**src/rtl/fuse_seq_pkg.sv**
```systemverilog
package fuse_seq_pkg;

  typedef enum logic [2:0] {
    ST_IDLE,
    ST_SETUP,
    ST_STRB,
    ST_STRB_REC,
    ST_CLK_HI,
    ST_CLK_LO,
    ST_PROG,
    ST_PROG_REC
  } seq_state_t;

  function automatic int cyc_per_us(input int clk_hz);
    return clk_hz / 1_000_000;
  endfunction

endpackage

```
**src/rtl/fuse_step_timer.sv**
```systemverilog
module fuse_step_timer #(
  parameter int CLK_HZ = 50_000_000,
  parameter int UNIT_W = 18
) (
  input  logic              clk,
  input  logic              rst,
  input  logic              load,
  input  logic [UNIT_W-1:0] units,
  output logic              expire
);
  import fuse_seq_pkg::*;

  localparam int CYC_US = cyc_per_us(CLK_HZ);
  localparam int PRE_W  = (CYC_US > 1) ? $clog2(CYC_US) : 1;

  logic              active;
  logic [UNIT_W-1:0] left;
  logic              pre_zero;

  generate
    if (CYC_US > 1) begin : g_prescale
      logic [PRE_W-1:0] pre;
      always_ff @(posedge clk) begin
        if (rst) begin
          pre <= '0;
        end else if (load || (active && pre == '0)) begin
          pre <= PRE_W'(CYC_US - 1);
        end else if (active) begin
          pre <= pre - 1'b1;
        end
      end
      assign pre_zero = (pre == '0);
    end else begin : g_direct
      assign pre_zero = 1'b1;
    end
  endgenerate

  always_ff @(posedge clk) begin
    if (rst) begin
      active <= 1'b0;
      left   <= '0;
    end else if (load) begin
      active <= 1'b1;
      left   <= units;
    end else if (active && pre_zero) begin
      left <= left - 1'b1;
      if (left == UNIT_W'(1)) active <= 1'b0;
    end
  end

  assign expire = active && pre_zero && (left == UNIT_W'(1));

  AST_TMR_LOAD_NONZERO: assert property (@(posedge clk) disable iff (rst)
    load |-> (units != '0));
  AST_TMR_LEFT_LIVE: assert property (@(posedge clk) disable iff (rst)
    active |-> (left != '0));

endmodule

```
**src/rtl/fuse_line_reg.sv**
```systemverilog
module fuse_line_reg #(
  parameter int MAX_BITS = 128,
  parameter int IDX_W    = 8
) (
  input  logic                clk,
  input  logic                rst,
  input  logic                load,
  input  logic [MAX_BITS-1:0] load_data,
  input  logic                cap_en,
  input  logic [IDX_W-1:0]    cap_idx,
  input  logic                cap_bit,
  input  logic [IDX_W-1:0]    sel_idx,
  output logic                sel_bit,
  output logic [MAX_BITS-1:0] line
);

  generate
    for (genvar i = 0; i < MAX_BITS; i++) begin : g_bit
      always_ff @(posedge clk) begin
        if (rst) begin
          line[i] <= 1'b0;
        end else if (load) begin
          line[i] <= load_data[i];
        end else if (cap_en && (cap_idx == IDX_W'(i))) begin
          line[i] <= cap_bit;
        end
      end
    end
  endgenerate

  always_comb begin
    sel_bit = 1'b0;
    for (int i = 0; i < MAX_BITS; i++) begin
      if (sel_idx == IDX_W'(i)) sel_bit = line[i];
    end
  end

  AST_CAP_IN_RANGE: assert property (@(posedge clk) disable iff (rst)
    cap_en |-> (int'(cap_idx) < MAX_BITS));
  AST_LOAD_NO_CAP: assert property (@(posedge clk) disable iff (rst)
    load |-> !cap_en);

endmodule

```
**src/rtl/fuse_seq_ctrl.sv**
```systemverilog
module fuse_seq_ctrl #(
  parameter int MAX_BITS  = 128,
  parameter int ROW_W     = 6,
  parameter int LEN_W     = 8,
  parameter int MS_W      = 8,
  parameter int PULSE_US  = 2,
  parameter int US_PER_MS = 1000,
  parameter int UNIT_W    = 18,
  parameter int IDX_W     = 8
) (
  input  logic              clk,
  input  logic              rst,
  input  logic              cmd_valid,
  input  logic              cmd_write,
  input  logic [ROW_W-1:0]  cmd_row,
  input  logic [LEN_W-1:0]  cmd_len,
  input  logic [MS_W-1:0]   cmd_pulse_ms,
  input  logic              cmd_first_bit,
  input  logic              tmr_expire,
  output logic              tmr_load,
  output logic [UNIT_W-1:0] tmr_units,
  output logic              line_load,
  output logic              cap_en,
  output logic [IDX_W-1:0]  cap_idx,
  output logic [IDX_W-1:0]  sel_idx,
  input  logic              sel_bit,
  output logic              busy,
  output logic              done,
  output logic [ROW_W-1:0]  prg_row,
  output logic              prg_sclk,
  output logic              prg_sdi,
  output logic              prg_strobe_n,
  output logic              prg_pv
);
  import fuse_seq_pkg::*;

  seq_state_t       state, nxt;
  logic [IDX_W-1:0] idx, len_q, len_in, len_eff;
  logic             wr_q, wr_eff;
  logic [ROW_W-1:0] row_q, row_eff;
  logic [MS_W-1:0]  ms_q;
  logic             accept;
  logic [UNIT_W-1:0] prog_units;

  assign accept  = (state == ST_IDLE) && cmd_valid;
  assign len_in  = (int'(cmd_len) > MAX_BITS) ? IDX_W'(MAX_BITS) : IDX_W'(cmd_len);
  assign wr_eff  = accept ? cmd_write : wr_q;
  assign row_eff = accept ? cmd_row : row_q;
  assign len_eff = accept ? len_in : len_q;

  assign prog_units = ((ms_q == '0) ? UNIT_W'(1) : UNIT_W'(ms_q)) * UNIT_W'(US_PER_MS);

  always_comb begin
    nxt = state;
    unique case (state)
      ST_IDLE:     if (cmd_valid) nxt = ST_SETUP;
      ST_SETUP:    if (tmr_expire)
                     nxt = !wr_q ? ST_STRB : ((len_q == '0) ? ST_PROG : ST_CLK_HI);
      ST_STRB:     if (tmr_expire) nxt = ST_STRB_REC;
      ST_STRB_REC: if (tmr_expire)
                     nxt = (len_q <= IDX_W'(1)) ? ST_IDLE : ST_CLK_HI;
      ST_CLK_HI:   if (tmr_expire) nxt = ST_CLK_LO;
      ST_CLK_LO:   if (tmr_expire) begin
                     if (wr_q) nxt = (idx == len_q) ? ST_PROG : ST_CLK_HI;
                     else      nxt = (idx + 1'b1 == len_q) ? ST_IDLE : ST_CLK_HI;
                   end
      ST_PROG:     if (tmr_expire) nxt = ST_PROG_REC;
      ST_PROG_REC: if (tmr_expire) nxt = ST_IDLE;
      default:     nxt = ST_IDLE;
    endcase
  end

  assign tmr_load  = (nxt != state) && (nxt != ST_IDLE);
  assign tmr_units = (nxt == ST_PROG) ? prog_units : UNIT_W'(PULSE_US);
  assign line_load = accept;
  assign cap_en    = !wr_q && tmr_expire &&
                     (((state == ST_STRB_REC) && (len_q != '0)) || (state == ST_CLK_LO));
  assign cap_idx   = idx;
  assign sel_idx   = idx + 1'b1;

  always_ff @(posedge clk) begin
    if (rst) begin
      state        <= ST_IDLE;
      idx          <= '0;
      wr_q         <= 1'b0;
      row_q        <= '0;
      len_q        <= '0;
      ms_q         <= '0;
      busy         <= 1'b0;
      done         <= 1'b0;
      prg_row      <= '0;
      prg_sclk     <= 1'b0;
      prg_sdi      <= 1'b0;
      prg_strobe_n <= 1'b1;
      prg_pv       <= 1'b0;
    end else begin
      state <= nxt;
      busy  <= (nxt != ST_IDLE);
      done  <= (state != ST_IDLE) && (nxt == ST_IDLE);

      if (accept) begin
        wr_q  <= cmd_write;
        row_q <= cmd_row;
        len_q <= len_in;
        ms_q  <= cmd_pulse_ms;
        idx   <= '0;
      end else if (tmr_expire) begin
        if (wr_q && state == ST_CLK_HI) idx <= idx + 1'b1;
        if (!wr_q && state == ST_STRB_REC) idx <= IDX_W'(1);
        if (!wr_q && state == ST_CLK_LO) idx <= idx + 1'b1;
      end

      prg_sclk     <= (nxt == ST_CLK_HI);
      prg_strobe_n <= !((nxt == ST_STRB) || (nxt == ST_PROG));
      prg_pv       <= (nxt != ST_IDLE) && wr_eff;
      prg_row      <= (nxt == ST_IDLE) ? '0 : row_eff;

      if (nxt == ST_IDLE || nxt == ST_PROG || !wr_eff) begin
        prg_sdi <= 1'b0;
      end else if (accept) begin
        prg_sdi <= (len_eff != '0) && cmd_first_bit;
      end else if (state == ST_CLK_HI && nxt == ST_CLK_LO) begin
        prg_sdi <= (idx + 1'b1 < len_q) ? sel_bit : 1'b0;
      end
    end
  end

  AST_IDLE_PINS: assert property (@(posedge clk) disable iff (rst)
    !busy |-> (prg_strobe_n && !prg_sclk && !prg_sdi && !prg_pv && prg_row == '0));
  AST_ROW_HELD: assert property (@(posedge clk) disable iff (rst)
    (busy && $past(busy)) |-> $stable(prg_row));
  AST_PV_HELD: assert property (@(posedge clk) disable iff (rst)
    (busy && $past(busy)) |-> $stable(prg_pv));
  AST_SDI_STEADY: assert property (@(posedge clk) disable iff (rst)
    prg_sclk |-> $stable(prg_sdi));
  AST_DONE_SINGLE: assert property (@(posedge clk) disable iff (rst)
    done |=> !done);
  AST_DONE_AT_FALL: assert property (@(posedge clk) disable iff (rst)
    done |-> (!busy && $past(busy)));
  AST_NO_CLK_IN_STROBE: assert property (@(posedge clk) disable iff (rst)
    !(prg_sclk && !prg_strobe_n));

endmodule

```
**src/rtl/fuse_row_seq.sv**
```systemverilog
module fuse_row_seq #(
  parameter int CLK_HZ    = 50_000_000,
  parameter int PULSE_US  = 2,
  parameter int US_PER_MS = 1000,
  parameter int MAX_BITS  = 128,
  parameter int ROW_W     = 6,
  parameter int LEN_W     = 8,
  parameter int MS_W      = 8
) (
  input  logic                clk,
  input  logic                rst,
  input  logic                cmd_valid,
  input  logic                cmd_write,
  input  logic [ROW_W-1:0]    cmd_row,
  input  logic [LEN_W-1:0]    cmd_len,
  input  logic [MS_W-1:0]     cmd_pulse_ms,
  input  logic [MAX_BITS-1:0] cmd_wdata,
  output logic                busy,
  output logic                done,
  output logic [MAX_BITS-1:0] rd_line,
  output logic [ROW_W-1:0]    prg_row,
  output logic                prg_sclk,
  output logic                prg_sdi,
  output logic                prg_strobe_n,
  output logic                prg_pv,
  input  logic                prg_sdo
);

  localparam int IDX_W    = $clog2(MAX_BITS + 1);
  localparam int MAX_UNIT = ((2 ** MS_W) - 1) * US_PER_MS + PULSE_US;
  localparam int UNIT_W   = $clog2(MAX_UNIT + 1);

  logic              tmr_load, tmr_expire;
  logic [UNIT_W-1:0] tmr_units;
  logic              line_load, cap_en, sel_bit;
  logic [IDX_W-1:0]  cap_idx, sel_idx;

  fuse_step_timer #(.CLK_HZ(CLK_HZ), .UNIT_W(UNIT_W)) u_timer (
    .clk(clk), .rst(rst), .load(tmr_load), .units(tmr_units), .expire(tmr_expire)
  );

  fuse_line_reg #(.MAX_BITS(MAX_BITS), .IDX_W(IDX_W)) u_line (
    .clk(clk), .rst(rst), .load(line_load),
    .load_data(cmd_write ? cmd_wdata : '0),
    .cap_en(cap_en), .cap_idx(cap_idx), .cap_bit(prg_sdo),
    .sel_idx(sel_idx), .sel_bit(sel_bit), .line(rd_line)
  );

  fuse_seq_ctrl #(
    .MAX_BITS(MAX_BITS), .ROW_W(ROW_W), .LEN_W(LEN_W), .MS_W(MS_W),
    .PULSE_US(PULSE_US), .US_PER_MS(US_PER_MS), .UNIT_W(UNIT_W), .IDX_W(IDX_W)
  ) u_ctrl (
    .clk(clk), .rst(rst),
    .cmd_valid(cmd_valid), .cmd_write(cmd_write), .cmd_row(cmd_row),
    .cmd_len(cmd_len), .cmd_pulse_ms(cmd_pulse_ms), .cmd_first_bit(cmd_wdata[0]),
    .tmr_expire(tmr_expire), .tmr_load(tmr_load), .tmr_units(tmr_units),
    .line_load(line_load), .cap_en(cap_en), .cap_idx(cap_idx),
    .sel_idx(sel_idx), .sel_bit(sel_bit),
    .busy(busy), .done(done),
    .prg_row(prg_row), .prg_sclk(prg_sclk), .prg_sdi(prg_sdi),
    .prg_strobe_n(prg_strobe_n), .prg_pv(prg_pv)
  );

endmodule

```
**config.mk**
```make
export PLATFORM = sky130hd
export DESIGN_NAME = fuse_row_seq
export DESIGN_NICKNAME = d
export VERILOG_FILES = /design/src/rtl/fuse_seq_pkg.sv /design/src/rtl/fuse_step_timer.sv /design/src/rtl/fuse_line_reg.sv /design/src/rtl/fuse_seq_ctrl.sv /design/src/rtl/fuse_row_seq.sv
export SDC_FILE = /design/constraint.sdc
export NUM_CORES = 1
export LEC_CHECK = 0
export BUFFER_PORTS_ARGS = -buffer_cell sky130_fd_sc_hd__buf_2
export CORE_MARGIN = 4
export CORE_UTILIZATION = 39
export DETAILED_ROUTE_END_ITERATION = 7
export GPL_TIMING_DRIVEN = 0
export HOLD_SLACK_MARGIN = 0.08
export PLACE_DENSITY_LB_ADDON = 0.1
export REMOVE_ABC_BUFFERS = 1
export SLEW_MARGIN = 20
export SYNTH_ARGS = -nofsm -noshare
export SYNTH_HDL_FRONTEND = slang
export SYNTH_SLANG_ARGS = --single-unit
```
**constraint.sdc**
```tcl
create_clock -name clk -period 4.6 [get_ports clk]
set_input_delay 0.23 -clock clk [delete_from_list [all_inputs] [get_ports clk]]
set_output_delay 0.23 -clock clk [all_outputs]
set_load 0.005 [all_outputs]
```
# Word-level counts from Yosys, hierarchy flattened
# Index checks and enable logic that the tools add are counted.
# classes
addsub	3
multipliers	1
order_cmp	3
eq_ne	269
n_mux	419
reduce_logical	300
# ops
cell	n
$eq 8x7->1 const B	128
$eq 8x6->1 const B	64
$mux 1	391
$reduce_bool 2->1	132
$eq 8x5->1 const B	32
$logic_and 1x1->1	142
$eq 8x4->1 const B	16
$mux 128	1
$eq 8x3->1 const B	8
$mux 18	3
$mux 8	6
$mux 3	12
$eq 8x2->1 const B	4
$logic_not 8->1	4
$pmux 3 s8	1
$eq 3x3->1 const B	7
$eq 18x1->1 const B	1
$mul 18x7->15 const B	1
$mux 6	3
$sub 18x1->18 const B	1
$eq 8x1->1 const B	2
$eq 8x8->1	2
$reduce_bool 8->1	2
$eq 3x2->1 const B	3
15 further kinds	29
# totals
ff_bits	199
input_bits	155
out_inout_bits	140
word_cells	1140

# Logic depth before layout (Yosys ltp)
# depth
depth_word	133
depth_mapped	22
ltp_nobuf	22

# Hierarchy
# Synthesis repeated with hierarchy kept, for this count alone.
# unflattened
hier_cells	1953
hier_area_um2	14886.8
# modules_own_cells
module	n_inst	cells_each	area_per_inst_um2	seq_area_each_um2
fuse_line_reg	1	1176	8619.5	2562.5
fuse_seq_ctrl	1	455	3793.6	920.9
fuse_step_timer	1	180	1485.2	500.5
fuse_row_seq	1	142	988.4	0.0

# Worst setup path before layout
# Ideal clock, no wire load.
# synth_path
path_type	flip-flop to flip-flop
start	register u_ctrl.ms_q[4]
end	register u_timer.left[16]
setup_ns	0.132
t_arrival_ns	4.918
required_time_ns	4.468
setup_slack_ns	-0.449
path_stages_with_launch	22
n_path_buf	0
synth_period_minus_slack_ns	5.049
cell_sequence	dfxtp_1 > inv_1 > ha_1 > nand3_1 > nor3_1 > nor2_1 > fa_1 > inv_1 > fa_1 > inv_1 > fa_1 > fa_1 > ha_1 > inv_1 > a21oi_1 > o21ai_0 > a21oi_1 > o21a_1 > o21a_1 > or3_1 > a32oi_1 > nor3_1
# synth_via
elab_chain_len	5
# synth_rtl
element	line	text
from (decl)	fuse_seq_ctrl.sv:41	logic [MS_W-1:0] ms_q;
from (signal assigned)	fuse_seq_ctrl.sv:105	ms_q <= cmd_pulse_ms;
$logic_not 8->1	fuse_seq_ctrl.sv:51	assign prog_units = ((ms_q == '0) ? UNIT_W'(1) : UNIT_W'(ms_q)) * UNIT_W'(US_PER_MS);
$mux 8 *	fuse_seq_ctrl.sv:51	
$mul 18x7->15 *	fuse_seq_ctrl.sv:51	
$mux 18 *	fuse_seq_ctrl.sv:74	assign tmr_units = (nxt == ST_PROG) ? prog_units : UNIT_W'(PULSE_US);
$mux 18 *	fuse_step_timer.sv:42	end else if (load) begin
to (signal assigned)	fuse_step_timer.sv:44	left <= units;
to (signal assigned)	fuse_step_timer.sv:46	left <= left - 1'b1;
to (decl)	fuse_step_timer.sv:17	logic [UNIT_W-1:0] left;
# Mark *: on every way between the ends. The rest lies on a longest branch, timed or not.
# A chain may end at the register's enable or synchronous reset.

# Final worst setup path
# layout_path
start	register u_ctrl.ms_q[2]
end	register u_timer.left[16]
# Same word-level chain as after synthesis.

==> results.json <==
{
  "io_buffers": 294,
  "synth_top_area_share_pct": 29.03,
  "drive_above_1_share_pct": 22.30,
  "drv_slew": 0,
  "path_cells": "inv_4 > ha_4 > nand3_4 > nor3_4 > nor2_4 > fa_1 > inv_1 > fa_1 > inv_1 > fa_1 > fa_1 > ha_4 > inv_4 > a21oi_4 > o21ai_2 > a21oi_2 > o21a_1 > o21a_1 > or3_4 > a32oi_1 > nor3_1",
  "synth_cell_types": 84,
  "n_fill_cell": 3485,
  "worst_slew_pin_slew_ns": 1.061,
  "setup_slack_ns": -0.1679,
  "wl_per_cell_um": 21.96,
  "leakagePower_nw": 7.817,
  "fin_worst_skew_ns": 0.01273,
  "first_iter_violations": 1112,
  "finalPower_mw": 4.915,
  "die_height_um": 195.6,
  "cts_made_buffers": 17,
  "crit_arrival_ns": 5.09,
  "nNetsFinal": 2246,
  "row_count": 68,
  "boundaryPins": 295,
  "first_global_vias": 14230,
  "path_delay_family": "adder cells",
  "maxSlewHeadroom_pct": 29.07,
  "worstPathRequired_ns": 4.93,
  "synth_cells": 1769,
  "clock-sinks": 199,
  "max_stage_delay_ns": 0.56,
  "max_freq_mhz": 209.7,
  "status": "finished, violations left",
  "via_per_inst": 5.839,
  "violations": "negative setup slack",
  "track_usage_pct": 27.23,
  "grt_first_pass_wirelength_um": 83100,
  "worstSkewPairLatency_ns": 0.46,
  "critPathMaxFanout": 3,
  "drtPass1Iterations": 6,
  "async_flop_share_pct": 0,
  "finalCriticalPeriod_ns": 4.768,
  "peakVddDrop_uv": 260.8,
  "ys.flop_type": "dfxtp_1",
  "cts_max_level": 4,
  "netlist_area_um2": 13720,
  "start_kind": "flip-flop",
  "maxCapViolations": 0,
  "start_util_pct": 39.63,
  "yosys-top-cells-area": "dfxtp_1 29%, mux2i_1 8.0%, a21o_1 6.8%, nor2_1 5.9%, o21ai_0 5.8%",
  "setup_violations": 2,
  "finish.utilization_pct": 49.23,
  "crit_type": "reg -> reg",
  "cts.clk_slew.worst_paths_ns": 0.08,
  "drc_errors": 0,
  "critPathBufInv": 4,
  "rsz0062_at_grt": "true",
  "design.core.area_um2": 34630,
  "cellPowerDensity_nw_per_um2": 288.3,
  "syn2layout_area_growth_pct": 24.20,
  "synth_seq_cells": 199,
  "clock_path_buffers": 2,
  "cts_tree": "done",
  "syn_avg_cell_area_um2": 7.758,
  "layout_worst_path_cycle_share_pct": 103.6,
  "antenna_left": 0,
  "die_area_um2": 38260,
  "fin_area_um2": 17050,
  "wl_um": 54600,
  "diodes": 0,
  "layout.cells.most_common": "buf_2",
  "layout_common_cells": "294 x buf_2, 212 x nor2_1, 188 x dfxtp_1",
  "vias": 14520,
  "hold_slack_ns": 0.09333,
  "synth_edf_count": 0,
  "synth_top_area_cell": "dfxtp_1",
  "grt_antenna_before_repair": 1,
  "grt_max_degree": 108,
  "hp-class": "in -> reg",
  "dp_hpwl_um": 38570,
  "globalplace.congestion": 0.9189,
  "slowest_stage": "fa_1",
  "ys_seq_area_share_pct": 29.03,
  "die_w_um": 195.6,
  "worstSetupEndpointType": "flip-flop",
  "clockRootBuffer": "clkbuf_16",
  "hold_viol": 0,
  "post_dp_cell_area_um2": 15640,
  "yosys_warnings": 0,
  "cpMostUsedCell": "fa_1",
  "final.setup.tns_ns": -0.1932,
  "grt_overflow_total": 0
}
==> cell families (layout without fill, tap and decap cells) <==
family                     Yosys count  after routing  synth area share [%]
AOI/OAI and AO/OA                  602            602                 28.59
xor gates and xnor gates            37             38                 2.361
adders and majority gates           73             73                 7.640
buffers and inverters              201            462                 5.598
DFF                                199            199                 29.03
muxes                              110            110                 8.023
and+or+nand+nor                    547            547                 18.76
==> repair_timing <==
| action | 4_1_cts | 5_1_grt |
|---|---|---|
| hold buffers | 24 | 0 |
| pin swaps | 22 | 10 |
| cloned | 0 | 1 |
| endpoints found under the hold margin | 24 | 0 |
| setup buffers | 16 | 9 |
| resized for setup | 57 | 18 |
| endpoints found under the setup margin | 37 | 14 |
==> stage by stage <==
step           worst slack (ns)  cells
2_1_floorplan           -0.9448   1640
3_3_place_gp             -4.753   2389
3_5_place_dp             -1.458   2404
4_1_cts                 -0.2732   2476
5_1_grt                 -0.3623   2486
6_report                -0.1679   2486
==> where the power goes <==
part | internal (mW) | switching [mW] | total [mW] | leakage [nW]
registers | 1.83 | 0.130 | 1.96 | 1.63
clock network | 0.988 | 0.756 | 1.74 | 0.323
logic | 0.568 | 0.641 | 1.21 | 5.86
total | 3.39 | 1.53 | 4.91 | 7.82
==> layer usage <==
metal  track usage (%)  vias to the layer above  wire (µm)
met5                 0                        -          7
met4             10.45                        2       2122
met3             4.641                      121       3277
met2             45.67                      572      26100
li1                  -                     6861          -
met1             35.05                     6960      23090
==> worst register-to-register path, stage by stage (launching register included) <==
cell and delay (ns):
dfxtp_4 0.36, inv_4 0.06, ha_4 0.14, nand3_4 0.08, nor3_4 0.24, nor2_4 0.09
fa_1 0.56, inv_1 0.06, fa_1 0.50, inv_1 0.05, fa_1 0.46, fa_1 0.54
ha_4 0.22, inv_4 0.06, a21oi_4 0.03, o21ai_2 0.17, a21oi_2 0.08, o21a_1 0.16
o21a_1 0.18, or3_4 0.34, a32oi_1 0.20, nor3_1 0.06
==> state kept, by name, indices dropped and copies added (netlist names), 3 cells and up <==
name,cells
u_line.line,128
u_timer.left,18
u_ctrl.cap_idx,8
u_ctrl.len_q,8
u_ctrl.ms_q,8
u_ctrl.prg_row,6
u_ctrl.row_q,6
u_timer.g_prescale.pre,6
u_ctrl.state,3
==> Yosys cell counts (12+ instances only) <==
| library cell | instances |
|---|---|
| nand2b_1 | 13 |
| a21o_1 | 124 |
| ha_1 | 55 |
| inv_1 | 70 |
| nor2b_1 | 12 |
| nor3_1 | 41 |
| nand2_1 | 145 |
| and2_1 | 14 |
| o21a_1 | 17 |
| xnor2_1 | 26 |
| a211oi_1 | 49 |
| dfxtp_1 | 199 |
| o22ai_1 | 12 |
| fa_1 | 18 |
| nor2_1 | 214 |
| mux2i_1 | 110 |
| nand3_1 | 23 |
| o21ai_0 | 160 |
| a21oi_1 | 117 |
| clkbuf_1 | 112 |
| nand3b_1 | 12 |
| a31oi_1 | 17 |
==> cell type report <==
class | count | area (µm²) | share of cell area, %
multi-input cells | 1370 | 9305 | 54.59
flip-flops and latches | 199 | 4013 | 23.54
repair buffers | 358 | 2216 | 13.00
well taps | 455 | 569.3 | 3.340
clock buffers | 18 | 439.2 | 2.576
inverters | 72 | 285.3 | 1.674
clock inverters | 14 | 219.0 | 1.285
==> path summary, 6_finish.rpt <==
check,start,end,slack (ns),cells after the start
min reg2reg,u_ctrl.row_q[1],u_ctrl.row_q[1],0.46,2
max reg2reg,u_ctrl.ms_q[2],u_timer.left[16],-0.17,21
min,cmd_wdata[17],u_line.line[17],0.09,4
max,u_ctrl.ms_q[2],u_timer.left[16],-0.17,21
Power figures use the tool's default switching activity.
